$ cat src/rtl/ring_det_pkg.sv
package ring_det_pkg;
    parameter int REG_W  = 8;
    parameter int ADDR_W = 4;
    localparam int NUM_CAD = 8;

    typedef logic [REG_W-1:0] reg_t;

    typedef struct packed {
        reg_t                thr;
        reg_t                per_min;
        reg_t                per_max;
        logic                dual;
        reg_t [NUM_CAD-1:0]  cad;
    } cfg_t;

    // address map
    localparam int ADR_THR  = 0;
    localparam int ADR_PMIN = 1;
    localparam int ADR_PMAX = 2;
    localparam int ADR_MODE = 3;
    localparam int ADR_CAD0 = 4;

    // cadence slot order
    localparam int CAD_ON_A  = 0;
    localparam int CAD_OFF_A = 1;
    localparam int CAD_ON_B  = 2;
    localparam int CAD_OFF_B = 3;
    localparam int CAD_ON_1  = 4;
    localparam int CAD_OFF_1 = 5;
    localparam int CAD_ON_2  = 6;
    localparam int CAD_OFF_2 = 7;

    typedef enum logic [1:0] {CS_IDLE, CS_ON, CS_OFF} cad_st_e;
endpackage

$ cat src/rtl/ring_cfg_regs.sv
module ring_cfg_regs
    import ring_det_pkg::*;
(
    input  logic              clk,
    input  logic              rst_n,
    input  logic              we,
    input  logic [ADDR_W-1:0] addr,
    input  reg_t              wdata,
    output cfg_t              cfg
);
    cfg_t cfg_d, cfg_q;

    always_comb begin
        cfg_d = cfg_q;
        if (we) begin
            if (addr == ADDR_W'(ADR_THR))  cfg_d.thr     = wdata;
            if (addr == ADDR_W'(ADR_PMIN)) cfg_d.per_min = wdata;
            if (addr == ADDR_W'(ADR_PMAX)) cfg_d.per_max = wdata;
            if (addr == ADDR_W'(ADR_MODE)) cfg_d.dual    = wdata[0];
            for (int i = 0; i < NUM_CAD; i++) begin
                if (addr == ADDR_W'(ADR_CAD0 + i)) cfg_d.cad[i] = wdata;
            end
        end
    end

    always_ff @(posedge clk) begin
        if (!rst_n) cfg_q <= '0;
        else        cfg_q <= cfg_d;
    end

    assign cfg = cfg_q;

    AST_CFG_THR_WRITE: assert property (@(posedge clk) disable iff (!rst_n)
        (we && addr == ADDR_W'(ADR_THR)) |=> (cfg_q.thr == $past(wdata)));
endmodule

$ cat src/rtl/ring_energy_det.sv
module ring_energy_det
    import ring_det_pkg::*;
#(
    parameter int SAMPLE_W     = 8,
    parameter int HOLD_SAMPLES = 32
) (
    input  logic                clk,
    input  logic                rst_n,
    input  logic                sample_vld,
    input  logic [SAMPLE_W-1:0] sample,
    input  logic [REG_W-2:0]    level,
    input  logic                chk_freq,
    input  reg_t                per_min,
    input  reg_t                per_max,
    output logic                raw_o
);
    localparam int HOLD_W = $clog2(HOLD_SAMPLES + 1);
    localparam int CMP_W  = (SAMPLE_W > REG_W) ? SAMPLE_W : REG_W;
    localparam int GOOD_N = 3;

    typedef struct packed {
        logic              prev_neg;
        reg_t              per;
        logic [1:0]        good;
        logic [HOLD_W-1:0] hold;
        logic              env;
    } en_st_t;

    en_st_t st_d, st_q;
    logic [SAMPLE_W-1:0] mag;
    logic [CMP_W-1:0]    mag_x, att_x, rel_x;
    logic                attack, keep, crossing;

    always_comb begin
        mag   = sample[SAMPLE_W-1] ? (~sample + 1'b1) : sample;
        mag_x = CMP_W'(mag);
        att_x = CMP_W'(level);
        rel_x = att_x - (att_x >> 2);
        attack   = (att_x != '0) && (mag_x >= att_x);
        keep     = (att_x != '0) && (mag_x >= rel_x);
        crossing = st_q.prev_neg && !sample[SAMPLE_W-1];
    end

    always_comb begin
        st_d = st_q;
        if (sample_vld) begin
            st_d.prev_neg = sample[SAMPLE_W-1];
            if (crossing) begin
                st_d.per = reg_t'(1);
                if (st_q.per >= per_min && st_q.per <= per_max)
                    st_d.good = (st_q.good == 2'(GOOD_N)) ? st_q.good : st_q.good + 2'd1;
                else
                    st_d.good = '0;
            end else if (st_q.per != '1) begin
                st_d.per = st_q.per + 1'b1;
            end
            if (!st_q.env) begin
                if (attack) begin
                    st_d.env  = 1'b1;
                    st_d.hold = HOLD_W'(HOLD_SAMPLES);
                end
            end else if (keep) begin
                st_d.hold = HOLD_W'(HOLD_SAMPLES);
            end else if (st_q.hold == '0) begin
                st_d.env = 1'b0;
            end else begin
                st_d.hold = st_q.hold - 1'b1;
            end
            if (!st_d.env) st_d.good = '0;
        end
    end

    always_ff @(posedge clk) begin
        if (!rst_n) st_q <= '0;
        else        st_q <= st_d;
    end

    assign raw_o = st_q.env && (!chk_freq || st_q.good == 2'(GOOD_N));

    AST_ENV_ATTACK: assert property (@(posedge clk) disable iff (!rst_n)
        (sample_vld && !st_q.env && attack) |=> st_q.env);
    AST_ENV_RELEASE: assert property (@(posedge clk) disable iff (!rst_n)
        $fell(st_q.env) |-> $past(sample_vld && !keep && st_q.hold == '0));
endmodule

$ cat src/rtl/ring_cadence.sv
module ring_cadence
    import ring_det_pkg::*;
#(
    parameter int TICK_SAMPLES = 80
) (
    input  logic               clk,
    input  logic               rst_n,
    input  logic               sample_vld,
    input  logic               raw_i,
    input  logic               dual,
    input  reg_t [NUM_CAD-1:0] cad,
    output logic               ring_pulse_o,
    output logic               ring_valid_o
);
    localparam int SUB_W = $clog2(TICK_SAMPLES + 1);
    localparam int WIDE  = REG_W + 3;

    typedef struct packed {
        cad_st_e          st;
        logic [SUB_W-1:0] sub;
        reg_t             cnt;
        logic             cand_a;
        logic             cand_b;
        logic             phase;
        logic             valid;
        logic             pulse;
    } cd_st_t;

    cd_st_t st_d, st_q;

    function automatic logic near(input reg_t m, input reg_t p);
        logic [WIDE-1:0] m5, p4, p6;
        m5 = (WIDE'(m) << 2) + WIDE'(m);
        p4 = WIDE'(p) << 2;
        p6 = (WIDE'(p) << 2) + (WIDE'(p) << 1);
        return (p != '0) && (m5 >= p4) && (m5 <= p6);
    endfunction

    logic on_a, on_b, on_ph, off_ok;

    always_comb begin
        on_a  = near(st_q.cnt, cad[CAD_ON_A]);
        on_b  = near(st_q.cnt, cad[CAD_ON_B]);
        on_ph = near(st_q.cnt, st_q.phase ? cad[CAD_ON_2] : cad[CAD_ON_1]);
        if (!dual)
            off_ok = (st_q.cand_a && near(st_q.cnt, cad[CAD_OFF_A])) ||
                     (st_q.cand_b && near(st_q.cnt, cad[CAD_OFF_B]));
        else
            off_ok = near(st_q.cnt, st_q.phase ? cad[CAD_OFF_2] : cad[CAD_OFF_1]);
    end

    always_comb begin
        st_d       = st_q;
        st_d.pulse = 1'b0;
        if (sample_vld) begin
            unique case (st_q.st)
                CS_IDLE: begin
                    st_d.phase = 1'b0;
                    if (raw_i) begin
                        st_d.st  = CS_ON;
                        st_d.sub = SUB_W'(1);
                        st_d.cnt = '0;
                    end
                end
                CS_ON: begin
                    if (raw_i) begin
                        if (st_q.sub == SUB_W'(TICK_SAMPLES - 1)) begin
                            st_d.sub = '0;
                            if (st_q.cnt != '1) st_d.cnt = st_q.cnt + 1'b1;
                        end else begin
                            st_d.sub = st_q.sub + 1'b1;
                        end
                    end else if (dual ? on_ph : (on_a || on_b)) begin
                        st_d.cand_a = on_a;
                        st_d.cand_b = on_b;
                        st_d.pulse  = 1'b1;
                        st_d.st     = CS_OFF;
                        st_d.sub    = SUB_W'(1);
                        st_d.cnt    = '0;
                    end else begin
                        st_d.st    = CS_IDLE;
                        st_d.valid = 1'b0;
                        st_d.phase = 1'b0;
                    end
                end
                CS_OFF: begin
                    if (!raw_i) begin
                        if (st_q.cnt == '1) begin
                            st_d.st    = CS_IDLE;
                            st_d.valid = 1'b0;
                            st_d.phase = 1'b0;
                        end else if (st_q.sub == SUB_W'(TICK_SAMPLES - 1)) begin
                            st_d.sub = '0;
                            st_d.cnt = st_q.cnt + 1'b1;
                        end else begin
                            st_d.sub = st_q.sub + 1'b1;
                        end
                    end else if (off_ok) begin
                        st_d.st  = CS_ON;
                        st_d.sub = SUB_W'(1);
                        st_d.cnt = '0;
                        if (!dual || st_q.phase) st_d.valid = 1'b1;
                        st_d.phase = dual && !st_q.phase;
                    end else begin
                        st_d.st    = CS_IDLE;
                        st_d.valid = 1'b0;
                        st_d.phase = 1'b0;
                    end
                end
                default: st_d.st = CS_IDLE;
            endcase
        end
    end

    always_ff @(posedge clk) begin
        if (!rst_n) st_q <= '{st: CS_IDLE, default: '0};
        else        st_q <= st_d;
    end

    assign ring_pulse_o = st_q.pulse;
    assign ring_valid_o = st_q.valid;

    AST_PULSE_SINGLE: assert property (@(posedge clk) disable iff (!rst_n)
        st_q.pulse |=> !st_q.pulse);
    AST_PULSE_AT_FALL: assert property (@(posedge clk) disable iff (!rst_n)
        st_q.pulse |-> $past(sample_vld && !raw_i));
    AST_VALID_ON_RISE: assert property (@(posedge clk) disable iff (!rst_n)
        $rose(st_q.valid) |-> $past(sample_vld && raw_i));
    AST_IDLE_NOT_VALID: assert property (@(posedge clk) disable iff (!rst_n)
        (st_q.st == CS_IDLE) |-> !st_q.valid);
endmodule

$ cat src/rtl/ring_detector.sv
module ring_detector
    import ring_det_pkg::*;
#(
    parameter int SAMPLE_W     = 8,
    parameter int TICK_SAMPLES = 80,
    parameter int HOLD_SAMPLES = 32
) (
    input  logic                clk,
    input  logic                rst_n,
    input  logic                sample_vld,
    input  logic [SAMPLE_W-1:0] sample_in,
    input  logic                opto_ring_in,
    input  logic                cfg_we,
    input  logic [ADDR_W-1:0]   cfg_addr,
    input  logic [REG_W-1:0]    cfg_wdata,
    output logic                ring_pulse,
    output logic                ring_valid
);
    cfg_t cfg;
    logic energy_raw, use_opto, chk_freq, src_raw;

    ring_cfg_regs u_cfg (
        .clk   (clk),
        .rst_n (rst_n),
        .we    (cfg_we),
        .addr  (cfg_addr),
        .wdata (cfg_wdata),
        .cfg   (cfg)
    );

    assign use_opto = (cfg.thr == '0);
    assign chk_freq = !cfg.thr[REG_W-1];

    ring_energy_det #(
        .SAMPLE_W     (SAMPLE_W),
        .HOLD_SAMPLES (HOLD_SAMPLES)
    ) u_energy (
        .clk        (clk),
        .rst_n      (rst_n),
        .sample_vld (sample_vld),
        .sample     (sample_in),
        .level      (cfg.thr[REG_W-2:0]),
        .chk_freq   (chk_freq),
        .per_min    (cfg.per_min),
        .per_max    (cfg.per_max),
        .raw_o      (energy_raw)
    );

    assign src_raw = use_opto ? opto_ring_in : energy_raw;

    ring_cadence #(
        .TICK_SAMPLES (TICK_SAMPLES)
    ) u_cadence (
        .clk          (clk),
        .rst_n        (rst_n),
        .sample_vld   (sample_vld),
        .raw_i        (src_raw),
        .dual         (cfg.dual),
        .cad          (cfg.cad),
        .ring_pulse_o (ring_pulse),
        .ring_valid_o (ring_valid)
    );
endmodule

$ cat config.mk
export PLATFORM = sky130hd
export DESIGN_NAME = ring_detector
export DESIGN_NICKNAME = d
export VERILOG_FILES = /design/src/rtl/ring_det_pkg.sv /design/src/rtl/ring_cfg_regs.sv /design/src/rtl/ring_energy_det.sv /design/src/rtl/ring_cadence.sv /design/src/rtl/ring_detector.sv
export SDC_FILE = /design/constraint.sdc
export NUM_CORES = 1
export LEC_CHECK = 0
export ABC_CLOCK_PERIOD_IN_PS = 9600
export BUFFER_PORTS_ARGS = -buffer_cell sky130_fd_sc_hd__buf_2
export CAP_MARGIN = 20
export CORE_MARGIN = 5
export CORE_UTILIZATION = 40
export DETAILED_ROUTE_END_ITERATION = 8
export PLACE_DENSITY = 0.59
export SYNTH_ARGS = -nofsm -noshare
export SYNTH_HDL_FRONTEND = slang
export SYNTH_HIERARCHICAL = 1
export SYNTH_SLANG_ARGS = --single-unit
$ cat constraint.sdc
create_clock -name clk -period 9.6 [get_ports clk]
set_input_delay 0 -clock clk [delete_from_list [all_inputs] [get_ports clk]]
set_output_delay 0 -clock clk [all_outputs]
set_load 0.05 [all_outputs]
==> results of run 1 <==
## layout make-up
type,count,area (um^2)
Fill cell,2876,16500
Clock inverter,14,145
Timing Repair Buffer,37,223
Multi-Input combinational cell,1062,8570
Sequential cell,129,2580
Inverter,129,484
Tap cell,390,488
Clock buffer,18,429
## state kept, by name (all words and copies together), names as in the netlist
name and count:
u_cadence/ring_pulse_o 1, u_cfg/cfg 89, u_energy/st_q 18, u_cadence/ring_valid_o 1
u_cadence/st_q 20
## metal layers
layer,part of all wire [%],GRT usage (%)
met1,50,25.4
met2,46,30.9
met3,3.1,3.08
met4,0.96,3.45
met5,0,0
## cells in the final DEF, fill, tap and decap left out, types with 19 or more instances in the layout
cell type / count
o21ai_0: 35
a21oi_1: 76
nand2b_1: 19
nand4_1: 30
o211ai_1: 21
o21bai_1: 21
dfxtp_1: 129
buf_2: 25
inv_1: 129
nand2_1: 146
nand3_1: 30
ha_1: 227
nor2b_1: 26
a21o_1: 20
mux2i_1: 108
nor2_1: 35
xnor2_1: 43
## per-stage QoR
stage | power (mW) | cells | setup slack, ns | hold WS (ns) | instance area [um^2]
global placement | 0.736 | 1744 | 4.31 | 0.345 | 12300
global route | 1.45 | 1779 | 3.69 | 0.0492 | 12900
detailed placement | 0.738 | 1744 | 4.25 | 0.364 | 12300
finish | 1.38 | 1779 | 4.23 | 0.0201 | 12900
floorplan | 0.691 | 1362 | 4.83 | 0.163 | 11800
CTS | 1.40 | 1779 | 4.24 | 0.0168 | 12900
## worst register-to-register path, stage by stage (launching register included)
cell and delay, ns:
dfxtp_1 1.01, mux2i_1 0.38, inv_1 0.15, ha_1 0.23, fa_1 0.41, a21o_1 0.18, a21oi_1 0.21, o21bai_1 0.09
a21oi_1 0.24, xor2_1 0.10, ha_1 0.30, nand4_1 0.09, o32ai_1 0.26, a211oi_1 0.07, or3_1 0.37, o21ai_0 0.39
o21ai_1 0.23, o311a_1 0.38, a41o_1 0.20
## logic make-up after synthesis
kind of cell	Yosys count	share of synthesized area, %
buffers and inverters	171	5.65
AOI/OAI and AO/OA	286	17.0
and+or+nand+nor	377	16.7
DFF	129	21.9
xor gates and xnor gates	55	4.08
adders and majority gates	235	25.4
muxes	109	9.27
## power breakdown
| part | total (mW) | internal [mW] | switching [mW] |
|---|---|---|---|
| Combinational | 0.177 | 0.0688 | 0.108 |
| Sequential | 0.551 | 0.543 | 0.00785 |
| Clock | 0.656 | 0.366 | 0.290 |
## repair_timing
item | CTS | global route
setup endpoints to repair | 0 | 0
hold buffers | 3 | 0
hold endpoints to repair | 2 | 0
## how the worst min path moves through the flow
stage                 start                to  slack [ns]  cells after the start
2_1_floorplan  cfg_wdata[1]     u_cfg/cfg[57]        0.16                      2
3_3_place_gp    cfg_addr[1]     u_cfg/cfg[64]        0.34                      3
3_5_place_dp    cfg_addr[1]     u_cfg/cfg[64]        0.36                      3
4_1_cts          sample_vld  u_energy/st_q[6]        0.02                      3
5_1_grt               rst_n     u_cfg/cfg[24]        0.05                      3
6_report         sample_vld  u_energy/st_q[6]        0.02                      3
==> impl_metrics.ini, run 1 <==
[cts]
clk_latency_ns = 0.44
cts_tree = yes
clk_pin_slew_worst_paths_ns = 0.06
cts_setup_buffers = 0
cts.sinks = 129
clock-root-buffer = clkbuf_16
numCtsBuffers = 17
clockBufferDepth = 2
cts_resized = 0
h-tree-depth = 4

[global_route]
grt_pass1_vias = 9611
grt-ovfl-total = 0
grt.total_usage_pct = 18.5
grt_first_pass_wirelength_um = 50000
antenna_found_initial = 0
grt_start_max_net_pins = 88

[die]
ioPinCount = 27
core_um2 = 29400
die_x_um = 182
initial_core_util_pct = 40.2
die_area_um2 = 33100
die_h_um = 182
row_count = 63

[synth]
netlist_area_um2 = 11800
synthTopCellsByCount = 227 x ha_1, 146 x nand2_1, 129 x dfxtp_1, 129 x inv_1, 108 x mux2i_1
synth_edf_count = 0
netlist_instances = 1362
avgSynthCellArea_um2 = 8.68
ys_warn_count = 6
synth.distinct_cells = 83
async_reset_ff_share_pct = 0
yosysTopAreaCell = ha_1
netlist_top_cells_area = ha_1 24%, dfxtp_1 22%, mux2i_1 9.1%
yosys.area.top_type_share_pct = 24.0
synth_seq_area_share_pct = 21.9
ys.flop_type = dfxtp_1
ys_seq_elements = 129
synth_most_common_cell = ha_1
syn-num-nets = 1622

[timing]
tns_ns = 0
period_share_pct = 55.9
rsz0062_at_grt = no
fmax_mhz = 186
worst_slew_pin_slew_ns = 1.16
finalCriticalPeriod_ns = 5.37
slew_violations = 0
relSlewSlack_pct = 21.9
setup_viol = 0
hold_violations = 0
finClkSkew_ns = 0.0174

[setup_path]
crit_path_start = u_cadence/st_q[2]
reg2reg_to = u_cadence/st_q[16]
crit_chain = mux2i_1, inv_1, ha_1, fa_1, a21o_1, a21oi_1, o21bai_1, a21oi_1, xor2_1, ha_1, nand4_1, o32ai_1, a211oi_1, or3_1, o21ai_0, o21ai_1, o311a_1, a41o_1
crit_buf_inv = 1
crit_path_end = u_cadence/st_q[16]
r2r_cells = 18
cp.depth = 18
setup.worst_path.start_class = flip-flop
cpPeakStageDelay_ns = 1.01
cp.arrival_ns = 5.69
r2r-start = u_cadence/st_q[2]
cp.required_ns = 9.92
reg2reg_slack_ns = 4.23
worst_path_max_delay_cell = dfxtp_1
crit_family = compound AO/OA/AOI/OAI gates
end_kind = flip-flop
setup.worst_path.class = flip-flop to flip-flop
cp_max_fo = 19

[pwr]
power_density_nw_per_um2 = 107
leakage_nw = 5.87
irDropWorstVdd_mv = 0.118

[final_layout]
drive_gt1_share_pct = 7.42
nets = 1636
num_antenna_cells = 0
fin_util_pct = 43.9
area_delta_synth_final_pct = 9.32

[drt]
routedWlPerCell_um = 16.9
drt-total-wl_um = 30100
vias = 9623
drt-initial-drc-count = 602
dr.pass1.iters = 5
ant_nets = 0
drc_errors = 0
via_per_inst = 5.41

[placement]
place.gp.congestion = 0.857
place_hpwl_um = 22100
portBuffers = 26

[worst_hold_path]
hp-class = input port to flip-flop

[status]
status = complete, no violations

[job]
maxCapViolations = 0
No activity file was read; power rests on OpenSTA's default activity.
==> run 2: changes to the inputs <==
Settings changed: ABC_CLOCK_PERIOD_IN_PS 9600 to 5400.
Clock period 9.6 ns to 5.4 ns, I/O delays scaled along.
==> run 2 against run 1 <==
  * Non-clock buffer count is 11 higher
  * Final area is 1.0% higher
  * Global-route usage hardly changed
  * Sequential cell count unchanged
  * Largest power group unchanged
==> impl_metrics.ini, run 2 (same netlist as run 1, synthesis figures left out) <==
[status]
status = complete, no violations

[cts]
cts_tree = yes
cts.sinks = 129
clk_latency_ns = 0.44
clk_pin_slew_worst_paths_ns = 0.06
numCtsBuffers = 17
h-tree-depth = 4
clock-root-buffer = clkbuf_16
clockBufferDepth = 2

[final_layout]
final_cell_mix = 227 x ha_1, 146 x nand2_1, 129 x inv_1
fin_util_pct = 44.4
final_common_cell = ha_1
drive_gt1_share_pct = 8.29
fill_cells = 2858
largest_reg_flops = 89
num_antenna_cells = 0
area_delta_synth_final_pct = 10.4
nets = 1647

[setup_path]
worst_path_max_delay_cell = o21a_1
r2r-start = u_cadence/st_q[7]
cpPeakStageDelay_ns = 0.48
reg2reg_slack_ns = 0.52
crit_buf_inv = 1
crit_path_start = u_cadence/st_q[7]
end_kind = flip-flop
cp.depth = 17
crit_family = compound AO/OA/AOI/OAI gates
cp.required_ns = 5.72
cp.arrival_ns = 5.20
crit_path_end = u_cadence/st_q[8]
crit_chain = ha_1, fa_1, a21oi_1, nor2_2, or3_1, nand2_1, inv_1, ha_1, a211o_1, a21oi_1, nand2_1, o31ai_1, nand4_1, o22ai_1, o21a_1, o211ai_1, a32o_1
r2r_cells = 17
setup.worst_path.start_class = flip-flop
cp_max_fo = 13
reg2reg_to = u_cadence/st_q[8]
setup.worst_path.class = flip-flop to flip-flop

[global_route]
antenna_found_initial = 0
grt_pass1_vias = 9564
grt_start_max_net_pins = 72
grt.total_usage_pct = 18.5
grt-ovfl-total = 0
grt_first_pass_wirelength_um = 49700

[timing]
period_share_pct = 90.5
tns_ns = 0
hold_violations = 0
relSlewSlack_pct = 27.4
finClkSkew_ns = 0.0150
finalCriticalPeriod_ns = 4.88
hold_slack_ns = 0.0323
fmax_mhz = 205
setup_viol = 0
slew_violations = 0
worst_slew_pin_slew_ns = 1.08
rsz0062_at_grt = no

[drt]
drc_errors = 0
via_per_inst = 5.43
routedWlPerCell_um = 17.1
drt-total-wl_um = 30600
dr.pass1.iters = 5
vias = 9713
drt-initial-drc-count = 493
ant_nets = 0

[die]
core_um2 = 29400
die_x_um = 182
ioPinCount = 27
initial_core_util_pct = 40.2
die_h_um = 182
die_area_um2 = 33100
row_count = 63

[placement]
portBuffers = 26
place_hpwl_um = 23100
place.gp.congestion = 0.873

[pwr]
irDropWorstVdd_mv = 0.190
power_density_nw_per_um2 = 194
leakage_nw = 5.95

[worst_hold_path]
hp-class = input port to flip-flop

[job]
maxCapViolations = 0
## run 2: stage by stage
| stage | total power, mW | setup slack (ns) | instance area [um^2] | cells |
|---|---|---|---|---|
| 6_report | 2.53 | 0.515 | 13100 | 1790 |
| 5_1_grt | 2.64 | 0.150 | 13100 | 1790 |
| 4_1_cts | 2.56 | 0.475 | 13000 | 1789 |
| 3_5_place_dp | 1.32 | 0.508 | 12400 | 1754 |
| 3_3_place_gp | 1.31 | 0.610 | 12400 | 1754 |
| 2_1_floorplan | 1.23 | 0.629 | 11800 | 1362 |
## run 2: worst min-delay path by stage
stage                       from               end  cells after the start
detailed placement   cfg_addr[1]     u_cfg/cfg[64]                      3
finish                sample_vld  u_energy/st_q[6]                      3
floorplan           cfg_wdata[1]     u_cfg/cfg[57]                      2
global route          sample_vld  u_energy/st_q[6]                      3
CTS                   sample_vld  u_energy/st_q[6]                      3
global placement     cfg_addr[1]     u_cfg/cfg[64]                      3
## run 2: routing by layer
layer	vias to the layer above	GRT usage (%)	routed length [um]
met5	-	0	0
met4	0	4.80	541
met3	34	3.57	1080
met2	132	30.7	14000
met1	4591	24.7	15000
li1	4956	-	-
## run 2: final cells by class
| class | count | area, um^2 | share of cell area [%] |
|---|---|---|---|
| Tap cell | 390 | 488 | 3.74 |
| Sequential cell | 129 | 2580 | 19.8 |
| Multi-Input combinational cell | 1062 | 8570 | 65.7 |
| Inverter | 129 | 484 | 3.71 |
| Timing Repair Buffer | 48 | 305 | 2.34 |
| Clock inverter | 11 | 151 | 1.16 |
| Clock buffer | 21 | 470 | 3.60 |
## run 2: repair_timing
| action | 4_1_cts | 5_1_grt |
|---|---|---|
| resized for setup | 0 | 2 |
| hold buffers | 3 | 0 |
| setup endpoints to repair | 0 | 4 |
| endpoints found under the hold margin | 2 | 0 |
| buffers inserted | 0 | 0 |
## run 2: power by group
part	switching (mW)	internal, mW
registers	0.0140	0.966
logic	0.196	0.123
clock network	0.468	0.766
## run 2: tightest hold or removal path, delay by kind of cell
| family | cells | cell delay (ns) |
|---|---|---|
| AOI/OAI and AO/OA | 1 | 0.07 |
| buffers and inverters | 1 | 0.22 |
| and+or+nand+nor | 1 | 0.12 |
==> run 3: changes to the inputs <==
==> constraint.sdc (replaced) <==
create_clock -name clk -period 5.4 [get_ports clk]
set_input_delay 0.27 -clock clk [delete_from_list [all_inputs] [get_ports clk]]
set_output_delay 0.27 -clock clk [all_outputs]
set_load 0.05 [all_outputs]
==> run 3 against run 2 <==
  * Via count is 0.54% lower
  * Non-clock buffer count fell by 3
  * First-iteration DRC count fell by 0.61%
  * Final area shrank 0.23%
  * Utilization is 0.10 points lower
  * Critical path type unchanged
  * Sequential cell count unchanged
==> impl_metrics.ini, run 3 (same netlist as run 1, synthesis figures left out) <==
[status]
status = complete, no violations

[die]
die_h_um = 182
ioPinCount = 27
row_count = 63
die_area_um2 = 33100
die_x_um = 182
core_um2 = 29400
initial_core_util_pct = 40.2

[worst_hold_path]
hold_depth = 3
min_from = cfg_addr[1]
whs_endpoint = u_cfg/cfg[64]
hp-class = input port to flip-flop

[pwr]
power_density_nw_per_um2 = 194
leakage_nw = 5.94
irDropWorstVdd_mv = 0.190

[setup_path]
r2r-start = u_cadence/st_q[7]
end_kind = flip-flop
cp.required_ns = 5.72
reg2reg_to = u_cadence/st_q[8]
cp.arrival_ns = 5.24
r2r_cells = 17
setup.worst_path.start_class = flip-flop
setup.worst_path.class = flip-flop to flip-flop
reg2reg_slack_ns = 0.48
cp_max_fo = 13

[drt]
drt-initial-drc-count = 490
ant_nets = 0
routedWlPerCell_um = 17.1
via_per_inst = 5.41
drc_errors = 0
vias = 9661
drt-total-wl_um = 30600
dr.pass1.iters = 5

[cts]
numCtsBuffers = 17
clock-root-buffer = clkbuf_16
h-tree-depth = 4
clockBufferDepth = 2
postCtsHoldBufs = 0
cts_tree = yes
cts.sinks = 129
clk_pin_slew_worst_paths_ns = 0.06
clk_latency_ns = 0.44

[global_route]
grt_start_max_net_pins = 72
grt-ovfl-total = 0
grt_pass1_vias = 9560
antenna_found_initial = 0
grt.total_usage_pct = 18.5
grt_first_pass_wirelength_um = 49700

[timing]
finalCriticalPeriod_ns = 4.92
setup_viol = 0
fmax_mhz = 203
tns_ns = 0
hold_violations = 0
rsz0062_at_grt = no
hold_slack_ns = 0.183
slew_violations = 0
fin_ws_ns = 0.477
worst_slew_pin_slew_ns = 1.10
period_share_pct = 91.2
finClkSkew_ns = 0.0144
relSlewSlack_pct = 26.4

[placement]
place.gp.congestion = 0.873
portBuffers = 26
place_hpwl_um = 23100
dp_slack_ns = 0.508

[final_layout]
area_delta_synth_final_pct = 10.2
num_antenna_cells = 0
final_common_cell = ha_1
drive_gt1_share_pct = 8.30
largest_reg_flops = 89
final_cell_mix = 227 x ha_1, 146 x nand2_1, 129 x inv_1
nets = 1644

[job]
maxCapViolations = 0
-- run 3: cell types whose count changed in the layout (fill, tap and decap cells not counted) --
cell / before / now
dlygate4sd3_1: 3 / 0
-- run 3: critical path, cell delays in order (launching register included) --
cell and delay, ns:
dfxtp_1 0.36, ha_1 0.23, fa_1 0.41, a21oi_1 0.30, nor2_2 0.12, or3_1 0.36, nand2_1 0.11, inv_1 0.21
ha_1 0.40, a211o_1 0.30, a21oi_1 0.15, nand2_1 0.07, o31ai_1 0.30, nand4_1 0.19, o22ai_1 0.35, o21a_1 0.49
o211ai_1 0.16, a32o_1 0.29
-- run 3: repair_timing --
action / CTS / global route
setup endpoints to repair: 0 / 4
resized for setup: 0 / 2
setup buffers: 0 / 0
-- run 3: power breakdown --
| group | internal (mW) | switching [mW] | total (mW) |
|---|---|---|---|
| combinational | 0.122 | 0.196 | 0.317 |
| clock | 0.766 | 0.468 | 1.23 |
| sequential | 0.966 | 0.0139 | 0.980 |
-- run 3: how the worst max path moves through the flow --
| stage | from | endpoint | slack [ns] |
|---|---|---|---|
| global route | u_cadence/st_q[2] | u_cadence/st_q[9] | 0.15 |
| global placement | u_cadence/st_q[7] | u_cadence/st_q[10] | 0.61 |
| finish | u_cadence/st_q[7] | u_cadence/st_q[8] | 0.48 |
| CTS | u_cadence/st_q[2] | u_cadence/st_q[13] | 0.47 |
| floorplan | u_cadence/st_q[2] | u_cadence/st_q[16] | 0.63 |
| detailed placement | u_cadence/st_q[2] | u_cadence/st_q[8] | 0.51 |
-- run 3: layout make-up --
class	count	area, um^2
fill	2857	16400
clock buffer	21	470
clock inverter	11	151
timing repair buffer	45	275
sequential	129	2580
multi-input combinational	1062	8570
tap	390	488
inverter	129	484
-- run 3: metrics by stage --
stage | cell area [um^2] | std cells | power [mW] | utilization (%)
floorplan | 11800 | 1362 | 1.23 | -
global placement | 12400 | 1754 | 1.31 | 42.1
detailed placement | 12400 | 1754 | 1.32 | 42.1
CTS | 13000 | 1786 | 2.56 | 44.3
global route | 13000 | 1787 | 2.64 | 44.3
finish | 13000 | 1787 | 2.53 | 44.3
-- run 3: metal layers --
metal | track usage, % | vias up | part of all wire (%)
met5 | 0 | - | 0
met3 | 3.57 | 33 | 3.1
met2 | 30.7 | 117 | 46
li1 | - | 4947 | -
met1 | 24.7 | 4564 | 49
met4 | 4.80 | 0 | 1.6
